==> src/rtl/i2c_status_pkg.sv <==
package i2c_status_pkg;

    localparam int STAT_W   = 8;
    localparam int PASS_W   = 5;
    localparam int SEL_W    = $clog2(STAT_W);

    localparam int POS_MST  = 7;
    localparam int POS_ARB  = 6;
    localparam int POS_EXT  = 5;

    typedef struct packed {
        logic mst;
        logic arb;
        logic ext;
    } flag_t;

    typedef struct packed {
        logic coin;
        logic xmit;
        logic ack;
        logic sta;
        logic sto;
    } pass_t;

    function automatic logic nibble_reserved(input logic [3:0] nib);
        return (nib == 4'b0000) || (nib == 4'b1111);
    endfunction

endpackage

==> src/rtl/i2c_status_en_track.sv <==
module i2c_status_en_track (
    input  logic clk,
    input  logic rst_n,
    input  logic enable,
    output logic en_fall
);
    logic en_d, en_q;

    always_comb begin
        en_d = enable;
    end

    always_ff @(posedge clk or negedge rst_n) begin
        if (!rst_n) en_q <= 1'b0;
        else        en_q <= en_d;
    end

    assign en_fall = en_q & ~enable;
endmodule

==> src/rtl/i2c_status_flags.sv <==
module i2c_status_flags
    import i2c_status_pkg::*;
#(
    parameter int NIB_W = 4
) (
    input  logic             clk,
    input  logic             rst_n,
    input  logic             en_fall,
    input  logic             start_gen,
    input  logic             start_det,
    input  logic             stop_det,
    input  logic             arb_lost,
    input  logic             addr_clk8,
    input  logic [NIB_W-1:0] addr_nib,
    input  logic             release_cmd,
    input  logic             rd_access,
    output flag_t            flags
);
    flag_t flag_d, flag_q;
    logic  ext_hit;

    always_comb begin
        ext_hit = addr_clk8 && nibble_reserved(addr_nib[3:0]);
        flag_d  = flag_q;

        // master-active: arbitration loss > start generated > clears
        if (arb_lost)                                flag_d.mst = 1'b0;
        else if (start_gen)                          flag_d.mst = 1'b1;
        else if (stop_det || release_cmd || en_fall) flag_d.mst = 1'b0;

        // arbitration-lost: set wins over read clear and enable fall
        if (arb_lost)                     flag_d.arb = 1'b1;
        else if (rd_access || en_fall)    flag_d.arb = 1'b0;

        // extension-code: set wins over all clears
        if (ext_hit)                                             flag_d.ext = 1'b1;
        else if (start_det || stop_det || release_cmd || en_fall) flag_d.ext = 1'b0;
    end

    always_ff @(posedge clk or negedge rst_n) begin
        if (!rst_n) flag_q <= '0;
        else        flag_q <= flag_d;
    end

    assign flags = flag_q;
endmodule

==> src/rtl/i2c_status_passthru.sv <==
module i2c_status_passthru
    import i2c_status_pkg::*;
(
    input  logic  clk,
    input  logic  rst_n,
    input  logic  enable,
    input  pass_t eng_in,
    output pass_t pass_out
);
    pass_t pass_d, pass_q;

    always_comb begin
        pass_d = enable ? eng_in : '0;
    end

    always_ff @(posedge clk or negedge rst_n) begin
        if (!rst_n) pass_q <= '0;
        else        pass_q <= pass_d;
    end

    assign pass_out = pass_q;
endmodule

==> src/rtl/i2c_status_rdport.sv <==
module i2c_status_rdport
    import i2c_status_pkg::*;
(
    input  logic [STAT_W-1:0] stat,
    input  logic              bit_mode,
    input  logic [SEL_W-1:0]  bit_sel,
    output logic [STAT_W-1:0] rdata
);
    logic [STAT_W-1:0] sel_onehot;
    logic              sel_bit;

    for (genvar i = 0; i < STAT_W; i++) begin : g_sel
        assign sel_onehot[i] = (bit_sel == SEL_W'(i)) & stat[i];
    end

    always_comb begin
        sel_bit = |sel_onehot;
        if (bit_mode) rdata = {{(STAT_W-1){1'b0}}, sel_bit};
        else          rdata = stat;
    end
endmodule

==> src/rtl/i2c_status_unit.sv <==
module i2c_status_unit
    import i2c_status_pkg::*;
#(
    parameter int ADDR_W = 8
) (
    input  logic              clk,
    input  logic              rst_n,
    input  logic              ctl_enable,
    input  logic              ev_start_gen,
    input  logic              ev_start_det,
    input  logic              ev_stop_det,
    input  logic              ev_arb_lost,
    input  logic              ev_addr_clk8,
    input  logic [ADDR_W-1:0] rx_addr,
    input  logic              ev_release,
    input  logic              eng_coincide,
    input  logic              eng_transmit,
    input  logic              eng_ack,
    input  logic              eng_start_seen,
    input  logic              eng_stop_seen,
    input  logic              rd_strobe,
    input  logic              rd_bit_mode,
    input  logic [2:0]        rd_bit_sel,
    output logic [7:0]        rd_data
);
    localparam int NIB_W = 4;

    logic              en_fall;
    flag_t             flags;
    pass_t             eng_in, pass_out;
    logic [STAT_W-1:0] stat_byte;
    logic [NIB_W-1:0]  addr_nib;
    logic              unused_addr_low;

    assign addr_nib        = rx_addr[ADDR_W-1 -: NIB_W];
    assign unused_addr_low = ^rx_addr[ADDR_W-NIB_W-1:0];

    assign eng_in = '{coin: eng_coincide, xmit: eng_transmit, ack: eng_ack,
                      sta: eng_start_seen, sto: eng_stop_seen};

    i2c_status_en_track u_en (
        .clk     (clk),
        .rst_n   (rst_n),
        .enable  (ctl_enable),
        .en_fall (en_fall)
    );

    i2c_status_flags #(.NIB_W(NIB_W)) u_flags (
        .clk         (clk),
        .rst_n       (rst_n),
        .en_fall     (en_fall),
        .start_gen   (ev_start_gen),
        .start_det   (ev_start_det),
        .stop_det    (ev_stop_det),
        .arb_lost    (ev_arb_lost),
        .addr_clk8   (ev_addr_clk8),
        .addr_nib    (addr_nib),
        .release_cmd (ev_release),
        .rd_access   (rd_strobe),
        .flags       (flags)
    );

    i2c_status_passthru u_pass (
        .clk      (clk),
        .rst_n    (rst_n),
        .enable   (ctl_enable),
        .eng_in   (eng_in),
        .pass_out (pass_out)
    );

    always_comb begin
        stat_byte          = '0;
        stat_byte[POS_MST] = flags.mst;
        stat_byte[POS_ARB] = flags.arb;
        stat_byte[POS_EXT] = flags.ext;
        stat_byte[PASS_W-1:0] = pass_out;
    end

    i2c_status_rdport u_rd (
        .stat     (stat_byte),
        .bit_mode (rd_bit_mode),
        .bit_sel  (rd_bit_sel),
        .rdata    (rd_data)
    );
endmodule

==> config.mk <==
export PLATFORM = sky130hd
export DESIGN_NAME = i2c_status_unit
export DESIGN_NICKNAME = d
export VERILOG_FILES = /design/src/rtl/i2c_status_pkg.sv /design/src/rtl/i2c_status_en_track.sv /design/src/rtl/i2c_status_flags.sv /design/src/rtl/i2c_status_passthru.sv /design/src/rtl/i2c_status_rdport.sv /design/src/rtl/i2c_status_unit.sv
export SDC_FILE = /design/constraint.sdc
export NUM_CORES = 1
export LEC_CHECK = 0
export BUFFER_PORTS_ARGS = -buffer_cell sky130_fd_sc_hd__clkbuf_2
export CORE_AREA = 2 2 39 41
export CTS_CLUSTER_DIAMETER = 120
export DETAILED_ROUTE_END_ITERATION = 7
export DIE_AREA = 0 0 41 43
export PLACE_DENSITY = 0.82
export SYNTH_ARGS = -nofsm -noshare
export SYNTH_HDL_FRONTEND = slang
export SYNTH_SLANG_ARGS = --single-unit
==> constraint.sdc <==
create_clock -name clk -period 4.4 [get_ports clk]
set_clock_uncertainty 0.05 [all_clocks]
set_input_delay 1.32 -clock clk [delete_from_list [all_inputs] [get_ports clk]]
set_output_delay 1.32 -clock clk [all_outputs]
set_load 0.01 [all_outputs]
==> flow_summary.rst <==
.. list-table::
   :header-rows: 1

   * - Metric
     - Value
   * - Number of distinct library cells after synthesis
     - 16
   * - Area of the mapped netlist
     - 453 µm²
   * - DRC violation total after the first TritonRoute iteration
     - 1
   * - Busiest metal layer after global routing
     - met2
   * - Setup slack of the worst register-to-register path
     - 3.62 ns
   * - Type of the tightest min-delay check
     - register to register
   * - Max_cap viols
     - 0
   * - Worst path required time
     - 3.03 ns
   * - Layout Nets
     - 101
   * - Pin count of the biggest net entering global routing
     - 10
   * - Die W
     - 41 µm
   * - Via total after detailed routing
     - 401
   * - CP Class
     - primary input to output pin
   * - Final sum of negative setup slack
     - 0 ns
   * - Number of standard cells after synthesis
     - 40
   * - Placed cell areas
     - 612 µm²
   * - Post-route minimum period
     - 3.69 ns
   * - Clock tree root buffer cell
     - clkbuf_4
   * - Outcome
     - finished, final reports clean
   * - Area share of the largest cell type after synthesis
     - 0.497
   * - Largest fanout of any net on the critical path
     - 4
   * - Post-DP HPWL
     - 727 µm
   * - Routed WL per cell
     - 9.25 µm
   * - DRC Markers
     - 0
   * - TritonCTS buffer count
     - 3
   * - Detailed-route wire length
     - between 800 and 900 µm
   * - Slew headroom
     - 0.840
   * - Reg clk slew, reported paths
     - 0.06 ns
   * - Overall power after layout
     - about 0.00018 W
   * - Antenna-violating nets left
     - 0
   * - Initial core utilization
     - 0.327
   * - Worst Setup Start Kind
     - primary input
   * - Clock network latency to the later pin of the worst-skew pair
     - 0.25 ns
   * - IO Pins
     - 35
   * - Cells along the critical path
     - clkbuf_2 > mux2i_1 > mux4_2 > mux2i_1 > clkbuf_2
   * - Leftover overflow at the end of global routing
     - 0
   * - Leakage component of the power
     - 0.349 nW
   * - Worst path slowest cell
     - mux4_2
   * - Count of input and output buffers
     - 30
   * - Power Density
     - 281 nW/µm²
   * - Slew at the pin with the worst max-slew slack
     - 0.238 ns
   * - Number of synthesized register bits
     - 9
   * - Die area
     - 1760 µm²
   * - First-pass GRT wire length
     - 1260 µm
   * - Routing usage on met3
     - 0.0628
   * - Proportion of synthesized chip area in sequential cells
     - 0.497
   * - Setup Buffers After CTS
     - 0
   * - Share of the clock period used by the worst path
     - 0.839
   * - Count of pins over their slew limit
     - 0
   * - Share of post-route cells with drive strength above 1
     - 0.466
   * - Setup-failing EPs final
     - 0
   * - Maximum vdd drop
     - about 0.099 mV
   * - Global routing usage on met1
     - 0.105
   * - Smallest hold slack
     - 0.477 ns
   * - Total nets after synthesis
     - 67
   * - Mean instance size in the synthesized netlist
     - 11.3 µm²
   * - Via count of the first global-routing pass
     - 341
   * - Global Route Usage Sum
     - 0.113
   * - Core Area
     - 1380 µm²
   * - Yosys top cell by area
     - dfrtp_1
   * - Type of element capturing the critical path
     - output pin
   * - Worst stage delay on the critical path
     - 0.46 ns
   * - Top cells by area, synth
     - dfrtp_1 50%, mux2i_1 11%, nor2b_1 9.7%
   * - Number of flops mapped to enable cells by yosys
     - 0
   * - Die extent in y
     - 43 µm
   * - Global placement routability congestion
     - approximately 0.59
   * - Count leader, synth
     - dfrtp_1
   * - Number of buffers between clock root and the deepest sink
     - 2
   * - Final hold violations
     - 0
   * - Met2 capacity usage during global routing
     - 0.175
   * - Sinks on Clock Net
     - 9
   * - Share of flip-flops with an asynchronous set or reset
     - 1.00
   * - Summed area of non-filler cells in the final layout
     - approximately 640 µm²
   * - Main flop type after synthesis
     - dfrtp_1
   * - CTS tree
     - yes
   * - Total of cells resized after clock tree synthesis
     - 0
   * - Signed area change from the synthesized netlist to the final layout
     - 40.9%
   * - Htree depth
     - 1
   * - Number of detailed-routing iterations run before antenna repair
     - 2
   * - Ratio of routed vias to standard cells
     - roughly 4.5
   * - Data arrival time of the critical path
     - 2.32 ns
   * - Initial antenna violation count
     - 0
   * - Max Fclk
     - 0.271 GHz
   * - Warning count from the yosys run
     - 0
   * - Most common library cells after synthesis
     - 9 x dfrtp_1, 7 x nor2b_1, 5 x and2_1, 5 x mux2i_1
   * - Number of standard-cell rows in the floorplan
     - 14
   * - RSZ-0062 raised after global routing
     - false
   * - CTS Hold Buffers Added
     - 0
   * - Number of antenna cells inserted
     - 0
## flip-flops by register name, summed over array words and instances, names as in the netlist
register and count:
u_flags.flags 3, u_en.en_q 1, u_pass.pass_out 5
## power by group
part           switching (W)  internal (W)  total (W)
sequential        0.00000240     0.0000871  0.0000895
clock              0.0000254     0.0000347  0.0000601
combinational      0.0000127     0.0000172  0.0000300
## per-layer routing
| layer | part of all wire | up-vias |
|---|---|---|
| met5 | 0 | - |
| met4 | 0 | 0 |
| met3 | 0.096 | 0 |
| met2 | 0.52 | 21 |
| met1 | 0.39 | 175 |
| li1 | - | 205 |
## per-stage QoR
stage,setup WS [ns],std cells,utilization
6_report,0.708,89,0.461
5_1_grt,0.625,89,0.461
3_5_place_dp,0.689,85,0.442
2_1_floorplan,0.811,40,-
3_3_place_gp,0.709,85,0.442
4_1_cts,0.688,89,0.461
## final cells by class
| class | count | area [µm²] |
|---|---|---|
| fillers | 147 | 746 |
| repair buffers | 30 | 150 |
| well taps | 16 | 20.0 |
| multi-input cells | 28 | 209 |
| inverters | 2 | 7.51 |
| clock buffers | 4 | 26.3 |
| flip-flops and latches | 9 | 225 |
## worst max-delay path: cells and delay by family
family | cells | cell delay (ns)
buf+inv | 2 | 0.28
mux | 3 | 0.72
## cell families (layout without fill, tap and decap cells)
kind of cell / Yosys count / in the layout / synth area share
flops: 9 / 9 / 0.497
simple gates: 19 / 19 / 0.257
compound gates: 3 / 3 / 0.0442
buf+inv: 3 / 36 / 0.0414
mux: 6 / 6 / 0.160
## worst paths after layout
| kind | from | end | cells after the start |
|---|---|---|---|
| worst max-delay path | rd_bit_sel[2] | rd_data[0] | 5 |
| worst min-delay path | u_flags.flags[1] | u_flags.flags[1] | 1 |
| worst max register to register | u_en.en_q | u_flags.flags[2] | 3 |
| worst min register to register | u_flags.flags[1] | u_flags.flags[1] | 1 |
| max in group asynchronous | rst_n | u_flags.flags[0] | 1 |
| min in group asynchronous | rst_n | u_pass.pass_out[0] | 1 |
## layout by cell type (no fill, tap or decap), drive strengths merged
cell,count
nand4b,1
and2,5
nand2,1
a31oi,1
o21ai,1
clkbuf,34
nor4,1
nor2b,7
mux4,1
nand2b,1
a31o,1
inv,2
mux2i,5
dfrtp,9
and4,1
nor2,2
No activity file was read; power rests on OpenSTA's default activity.
